===== src/rtl/scv_pkg.sv =====
package scv_pkg;

  // Strobes issued by the scan control to the frame-state datapath
  typedef struct packed {
    logic loadCur;   // copy pointer into scan cursor
    logic stepCur;   // advance cursor by one frame (circular)
    logic clearUse;  // clear use bit of the frame under the cursor
    logic commit;    // frame under cursor is the victim
  } scStrobe_t;

  typedef enum logic [1:0] {
    ST_IDLE  = 2'd0,
    ST_ENH   = 2'd1,
    ST_BASIC = 2'd2
  } scState_e;

endpackage


===== src/rtl/sc_victim_dp.sv =====
module sc_victim_dp #(
  parameter int NUM_FRAMES = 8
) (
  input  logic                            clk,
  input  logic                            rstN,
  input  scv_pkg::scStrobe_t              strobe,
  input  logic                            accValid,
  input  logic                            accWrite,
  input  logic [$clog2(NUM_FRAMES)-1:0]   accIdx,
  input  logic                            cleanValid,
  input  logic [$clog2(NUM_FRAMES)-1:0]   cleanIdx,
  output logic                            curUse,
  output logic                            curDirty,
  output logic [$clog2(NUM_FRAMES)-1:0]   victimIdx,
  output logic                            victimDirty
);
  localparam int IDX_W = $clog2(NUM_FRAMES);
  localparam logic [IDX_W-1:0] LAST_IDX = IDX_W'(NUM_FRAMES - 1);

  logic [NUM_FRAMES-1:0] useQ, dirtyQ;
  logic [NUM_FRAMES-1:0] useNext, dirtyNext;
  logic [IDX_W-1:0]      ptrQ, curQ, curInc;

  assign curInc   = (curQ == LAST_IDX) ? '0 : curQ + 1'b1;
  assign curUse   = useQ[curQ];
  assign curDirty = dirtyQ[curQ];

  // Per-frame next state: external events take priority over scan clears
  for (genvar i = 0; i < NUM_FRAMES; i++) begin : gFrame
    logic hitCur, hitAcc, hitClean;
    assign hitCur   = (curQ == IDX_W'(i));
    assign hitAcc   = accValid && (accIdx == IDX_W'(i));
    assign hitClean = cleanValid && (cleanIdx == IDX_W'(i));
    assign useNext[i] = hitAcc ? 1'b1 :
                        ((strobe.clearUse || strobe.commit) && hitCur) ? 1'b0 : useQ[i];
    assign dirtyNext[i] = (hitAcc && accWrite) ? 1'b1 :
                          ((strobe.commit && hitCur) || hitClean) ? 1'b0 : dirtyQ[i];
  end

  always_ff @(posedge clk or negedge rstN) begin
    if (!rstN) begin
      useQ        <= '0;
      dirtyQ      <= '0;
      ptrQ        <= '0;
      curQ        <= '0;
      victimIdx   <= '0;
      victimDirty <= 1'b0;
    end else begin
      useQ   <= useNext;
      dirtyQ <= dirtyNext;
      if (strobe.loadCur)      curQ <= ptrQ;
      else if (strobe.stepCur) curQ <= curInc;
      if (strobe.commit) begin
        ptrQ        <= curInc;
        victimIdx   <= curQ;
        victimDirty <= dirtyQ[curQ];
      end
    end
  end

  AST_ACCESS_SETS_USE: assert property (@(posedge clk) disable iff (!rstN)
    accValid |=> useQ[$past(accIdx)]);

  AST_WRITE_SETS_DIRTY: assert property (@(posedge clk) disable iff (!rstN)
    accValid && accWrite |=> dirtyQ[$past(accIdx)]);

  AST_CLEAN_CLEARS_DIRTY: assert property (@(posedge clk) disable iff (!rstN)
    cleanValid && !(accValid && accWrite && accIdx == cleanIdx)
    |=> !dirtyQ[$past(cleanIdx)]);

  AST_VICTIM_BITS_CLEARED: assert property (@(posedge clk) disable iff (!rstN)
    strobe.commit && !(accValid && accIdx == curQ)
    |=> !useQ[$past(curQ)] && !dirtyQ[$past(curQ)]);

endmodule


===== src/rtl/sc_victim_ctl.sv =====
module sc_victim_ctl #(
  parameter int NUM_FRAMES = 8
) (
  input  logic               clk,
  input  logic               rstN,
  input  logic               enhMode,
  input  logic               selReq,
  input  logic               curUse,
  input  logic               curDirty,
  output scv_pkg::scStrobe_t strobe,
  output logic               busy,
  output logic               doneStb
);
  import scv_pkg::*;

  localparam int IDX_W = $clog2(NUM_FRAMES);
  localparam logic [IDX_W-1:0] LAST_STEP = IDX_W'(NUM_FRAMES - 1);

  scState_e         stateQ, stateN;
  logic [1:0]       passQ, passN;    // class searched in the current sweep
  logic [IDX_W-1:0] stepQ, stepN;    // frames seen in the current sweep
  logic             doneN;

  always_comb begin
    strobe = '0;
    stateN = stateQ;
    passN  = passQ;
    stepN  = stepQ;
    doneN  = 1'b0;
    case (stateQ)
      ST_IDLE: begin
        if (selReq) begin
          strobe.loadCur = 1'b1;
          stateN = enhMode ? ST_ENH : ST_BASIC;
          passN  = 2'd0;
          stepN  = '0;
        end
      end
      ST_ENH: begin
        if ({curUse, curDirty} == passQ) begin
          strobe.commit = 1'b1;
          doneN  = 1'b1;
          stateN = ST_IDLE;
        end else begin
          strobe.stepCur = 1'b1;
          if (stepQ == LAST_STEP) begin
            stepN = '0;
            if (passQ == 2'd3) stateN = ST_BASIC;
            else               passN  = passQ + 2'd1;
          end else begin
            stepN = stepQ + 1'b1;
          end
        end
      end
      ST_BASIC: begin
        if (curUse) begin
          strobe.clearUse = 1'b1;
          strobe.stepCur  = 1'b1;
        end else begin
          strobe.commit = 1'b1;
          doneN  = 1'b1;
          stateN = ST_IDLE;
        end
      end
      default: stateN = ST_IDLE;
    endcase
  end

  always_ff @(posedge clk or negedge rstN) begin
    if (!rstN) begin
      stateQ  <= ST_IDLE;
      passQ   <= 2'd0;
      stepQ   <= '0;
      doneStb <= 1'b0;
    end else begin
      stateQ  <= stateN;
      passQ   <= passN;
      stepQ   <= stepN;
      doneStb <= doneN;
    end
  end

  assign busy = (stateQ != ST_IDLE);

  AST_DONE_SINGLE_PULSE: assert property (@(posedge clk) disable iff (!rstN)
    doneStb |=> !doneStb);

  AST_DONE_WHILE_IDLE: assert property (@(posedge clk) disable iff (!rstN)
    doneStb |-> !busy);

  AST_REQ_STARTS_SCAN: assert property (@(posedge clk) disable iff (!rstN)
    selReq && !busy |=> busy);

endmodule


===== src/rtl/sc_victim_sel.sv =====
module sc_victim_sel #(
  parameter int NUM_FRAMES = 8
) (
  input  logic                          clk,
  input  logic                          rstN,
  input  logic                          enhMode,
  input  logic                          selReq,
  input  logic                          accValid,
  input  logic                          accWrite,
  input  logic [$clog2(NUM_FRAMES)-1:0] accIdx,
  input  logic                          cleanValid,
  input  logic [$clog2(NUM_FRAMES)-1:0] cleanIdx,
  output logic                          busy,
  output logic                          doneStb,
  output logic [$clog2(NUM_FRAMES)-1:0] victimIdx,
  output logic                          victimDirty
);
  scv_pkg::scStrobe_t strobe;
  logic curUse, curDirty;

  sc_victim_ctl #(.NUM_FRAMES(NUM_FRAMES)) uCtl (
    .clk(clk), .rstN(rstN), .enhMode(enhMode), .selReq(selReq),
    .curUse(curUse), .curDirty(curDirty), .strobe(strobe),
    .busy(busy), .doneStb(doneStb)
  );

  sc_victim_dp #(.NUM_FRAMES(NUM_FRAMES)) uDp (
    .clk(clk), .rstN(rstN), .strobe(strobe),
    .accValid(accValid), .accWrite(accWrite), .accIdx(accIdx),
    .cleanValid(cleanValid), .cleanIdx(cleanIdx),
    .curUse(curUse), .curDirty(curDirty),
    .victimIdx(victimIdx), .victimDirty(victimDirty)
  );

endmodule


===== config.mk =====
export PLATFORM = sky130hd
export DESIGN_NAME = sc_victim_sel
export DESIGN_NICKNAME = d
export VERILOG_FILES = /design/src/rtl/scv_pkg.sv /design/src/rtl/sc_victim_dp.sv /design/src/rtl/sc_victim_ctl.sv /design/src/rtl/sc_victim_sel.sv
export SDC_FILE = /design/constraint.sdc
export NUM_CORES = 1
export LEC_CHECK = 0
export CAP_MARGIN = 20
export CORE_UTILIZATION = 50
export CTS_CLUSTER_SIZE = 20
export DETAILED_ROUTE_END_ITERATION = 10
export GPL_TIMING_DRIVEN = 0
export PLACE_DENSITY = 0.7
export RECOVER_POWER = 100
export SETUP_SLACK_MARGIN = 0.5
export SYNTH_ARGS = -nofsm -noshare
export SYNTH_HDL_FRONTEND = slang
export SYNTH_SLANG_ARGS = --single-unit
export TNS_END_PERCENT = 50

===== constraint.sdc =====
create_clock -name clk -period 7.1 [get_ports clk]
set_input_delay 2.13 -clock clk [delete_from_list [all_inputs] [get_ports clk]]
set_output_delay 2.13 -clock clk [all_outputs]
set_load 0.02 [all_outputs]

==> flow_summary.ini <==
[status]
status = complete, but fails checks
violations = DRC, capacitance limit, slew limit

[die]
initial_core_util_pct = 53.47
die_w_um = 71.41
core_sq_mm = 0.004504
num_rows = 24
die_area_sq_mm = 0.005099
ioPinCount = 19
die_h_um = 71.41

[layout]
fill_cells = 403
n_antenna_cell = 0
area_growth_pct = 10.08
fin_nets = 296
stdcell_area_sq_mm = 0.002651
drive_above_1_share_pct = 7.778

[timing]
drv_slew = 35
rsz0062_at_grt = false
fin_skew_ps = 5.914
setup-tns-final_ps = 0
period_share_pct = 54.88
worstMarginPinSlew_ps = 1791
slew_headroom_pct = -19.41
hold_viol = 0
fin_crit_ps = 3896
max_clock_freq_mhz = 256.7
setup_violations = 0

[global_routing]
grt_max_degree = 35
use_met3_pct = 3.938
globalRouteMet1Util_pct = 31.94
grt_pass1_wl_um = 8873
grt_use_met2_pct = 34.71
overflow = 0
grt_pass1_vias = 1898
grtUsageTotal_pct = 22.35
antenna_found_initial = 0
grt-busiest-layer = met2

[clock_tree]
postCtsResizedCells = 0
htree_levels = 2
cts_tree = yes
post_cts_buffers = 0
clkTransAtPathRegs_ps = 70
insertion_delay_ps = 280
clock-sinks = 34
cts.path.max_buffers = 2
root_buffer = clkbuf_8
cts-hold-fix-buffers = 0
numCtsBuffers = 5

[detailed_routing]
routedWlPerCell_um = 16.35
drc = 1
wirelength_um = 5264
first_pass_iters = 7
viasPerCell = 6.068
ant_nets = 0
vias = 1954
drt_iter0_markers = 133

[placement]
place.gp.congestion = 0.8871
dpl.hpwl_um = 3895
dpl_cell_area_sq_mm = 0.002629
place.port_buffers = 16

[yosys]
yosys.area.top_type = dfrtp_1
synth.most_common_cell = dfrtp_1
syn_inst = 248
synthMuxAreaShare_pct = 16.21
synth-adder-area-share_pct = 6.234
synth_edf_count = 0
synth-simple-area-share_pct = 17.97
netlist.area_leader.share_pct = 35.32
avgSynthCellArea_sq_um = 9.712
synth_xor_xnor_area_share_pct = 0.7273
syn_nets = 273
synth_area_sq_mm = 0.002409
synth_compound_area_share_pct = 18.39
synth_top_family_by_area = compound AO/OA/AOI/OAI gates
seq_area_frac_synth_pct = 35.32
ys_top_cells_by_area = dfrtp_1 35%, ha_1 6.2%, nand2_1 4.1%
synth_cell_types = 48
ys_ff_latch = 34
async_flop_share_pct = 100.0
ys_warn_count = 0
synthTopCellsByCount = 34 x dfrtp_1, 26 x nand2_1, 19 x inv_1, 16 x nor2_1
synthFlopType = dfrtp_1

[pwr]
leakage_nw = 1.145
powerDensity_mw_per_mm2 = 463.3
vdd.ir_drop.worst_mv = 0.2236

[setup_path]
reg2reg_depth = 7
start_kind = flop
cp.required_ps = 4970
worstPathArrival_ps = 1770
crit_fanout = 7
path_class = reg2out
worst_setup_path_end_kind = output pin

[hold_path]
holdCritPathClass = reg2reg
whs_path_depth = 1

[flow_run]
maxCapViolCount = 1
## cells by family after synthesis
kind of cell	count (synthesis)
XOR/XNOR	2
AO/OA/AOI/OAI	60
buffers and inverters	29
adder cells (fa/ha/maj)	12
AND/OR/NAND/NOR	86
multiplexers	25
flip-flops	34
## worst paths after layout
check	start	slack (ps)	end
max	uCtl.stateQ[0]$_DFFE_PN0P_	3200	busy
min	uDp.victimIdx[1]$_DFFE_PN0P_	500	uDp.victimIdx[1]$_DFFE_PN0P_
max reg2reg	uDp.curQ[0]$_DFFE_PN0P_	3410	uDp.victimIdx[0]$_DFFE_PN0P_
min reg2reg	uDp.victimIdx[1]$_DFFE_PN0P_	500	uDp.victimIdx[1]$_DFFE_PN0P_
max in group asynchronous	rstN	3740	uDp.useQ[0]$_DFFE_PN0P_
min in group asynchronous	rstN	2320	uDp.dirtyQ[4]$_DFFE_PN0P_
## sequential cells by signal, indices dropped and copies added, names as in the netlist, 2 cells and up
name / flops
uCtl.stepQ: 3
uDp.victimIdx: 3
uDp.curQ: 3
uDp.dirtyQ: 8
uDp.ptrQ: 3
uDp.useQ: 8
uCtl.passQ: 2
uCtl.stateQ: 2
## cell usage in the layout, fill, tap and decap left out, types with 5 or more instances in the layout
cell type / n
clkbuf_8: 6
clkbuf_1: 11
mux2_4: 6
ha_1: 12
nand3b_1: 6
nand2_1: 26
a21oi_1: 12
nor2b_1: 5
dlygate4sd3_1: 8
nand3_1: 10
clkdlybuf4s50_1: 7
a41oi_1: 5
mux2i_1: 7
dfrtp_1: 34
nor3_1: 6
o22ai_1: 6
o21ai_0: 5
o211ai_1: 7
a22oi_1: 6
inv_1: 19
nand2b_1: 6
nor2_1: 16
## stage by stage
step	utilization [%]	cells	setup WS [ps]	total power [W]	hold slack, ps
2_1_floorplan	-	248	4021	0.0009492	478.4
3_3_place_gp	58.47	316	3121	0.001135	495.4
3_5_place_dp	58.36	316	3363	0.001139	492.5
4_1_cts	60.19	322	3289	0.001284	511.8
5_1_grt	58.86	322	3104	0.001315	529.7
6_report	58.86	322	3204	0.001228	504.8
## worst max-delay path, stage by stage, from the launching register on
cell and delay (ps):
dfrtp_1 380, inv_1 100, ha_1 280, inv_1 80, dlygate4sd3_1 650
## layout make-up
| class | count | area [sq um] | share of cell area, % |
|---|---|---|---|
| Multi-Input combinational cell | 185 | 1390 | 52.43 |
| Sequential cell | 34 | 850.8 | 32.09 |
| Timing Repair Buffer | 16 | 153.9 | 5.805 |
| Clock buffer | 6 | 82.58 | 3.115 |
| Inverter | 19 | 71.32 | 2.690 |
| Tap cell | 52 | 65.06 | 2.454 |
| Buffer | 10 | 37.54 | 1.416 |
## per-layer routing
| layer | routed length [um] | up-vias | share of wire [%] |
|---|---|---|---|
| met2 | 2368 | 59 | 45 |
| met5 | 0 | - | 0 |
| met1 | 2616 | 922 | 50 |
| met4 | 64 | 0 | 1.2 |
| li1 | - | 966 | - |
| met3 | 214 | 7 | 4.1 |
## power breakdown
part | internal [W] | total, W | switching [W] | leakage, nW
registers | 0.000278 | 0.000333 | 0.0000555 | 0.414
clock network | 0.0000747 | 0.000140 | 0.0000653 | 0.0431
logic | 0.000327 | 0.000755 | 0.000428 | 0.688
total | 0.000679 | 0.00123 | 0.000549 | 1.15
(Power assumes the default switching activity.)
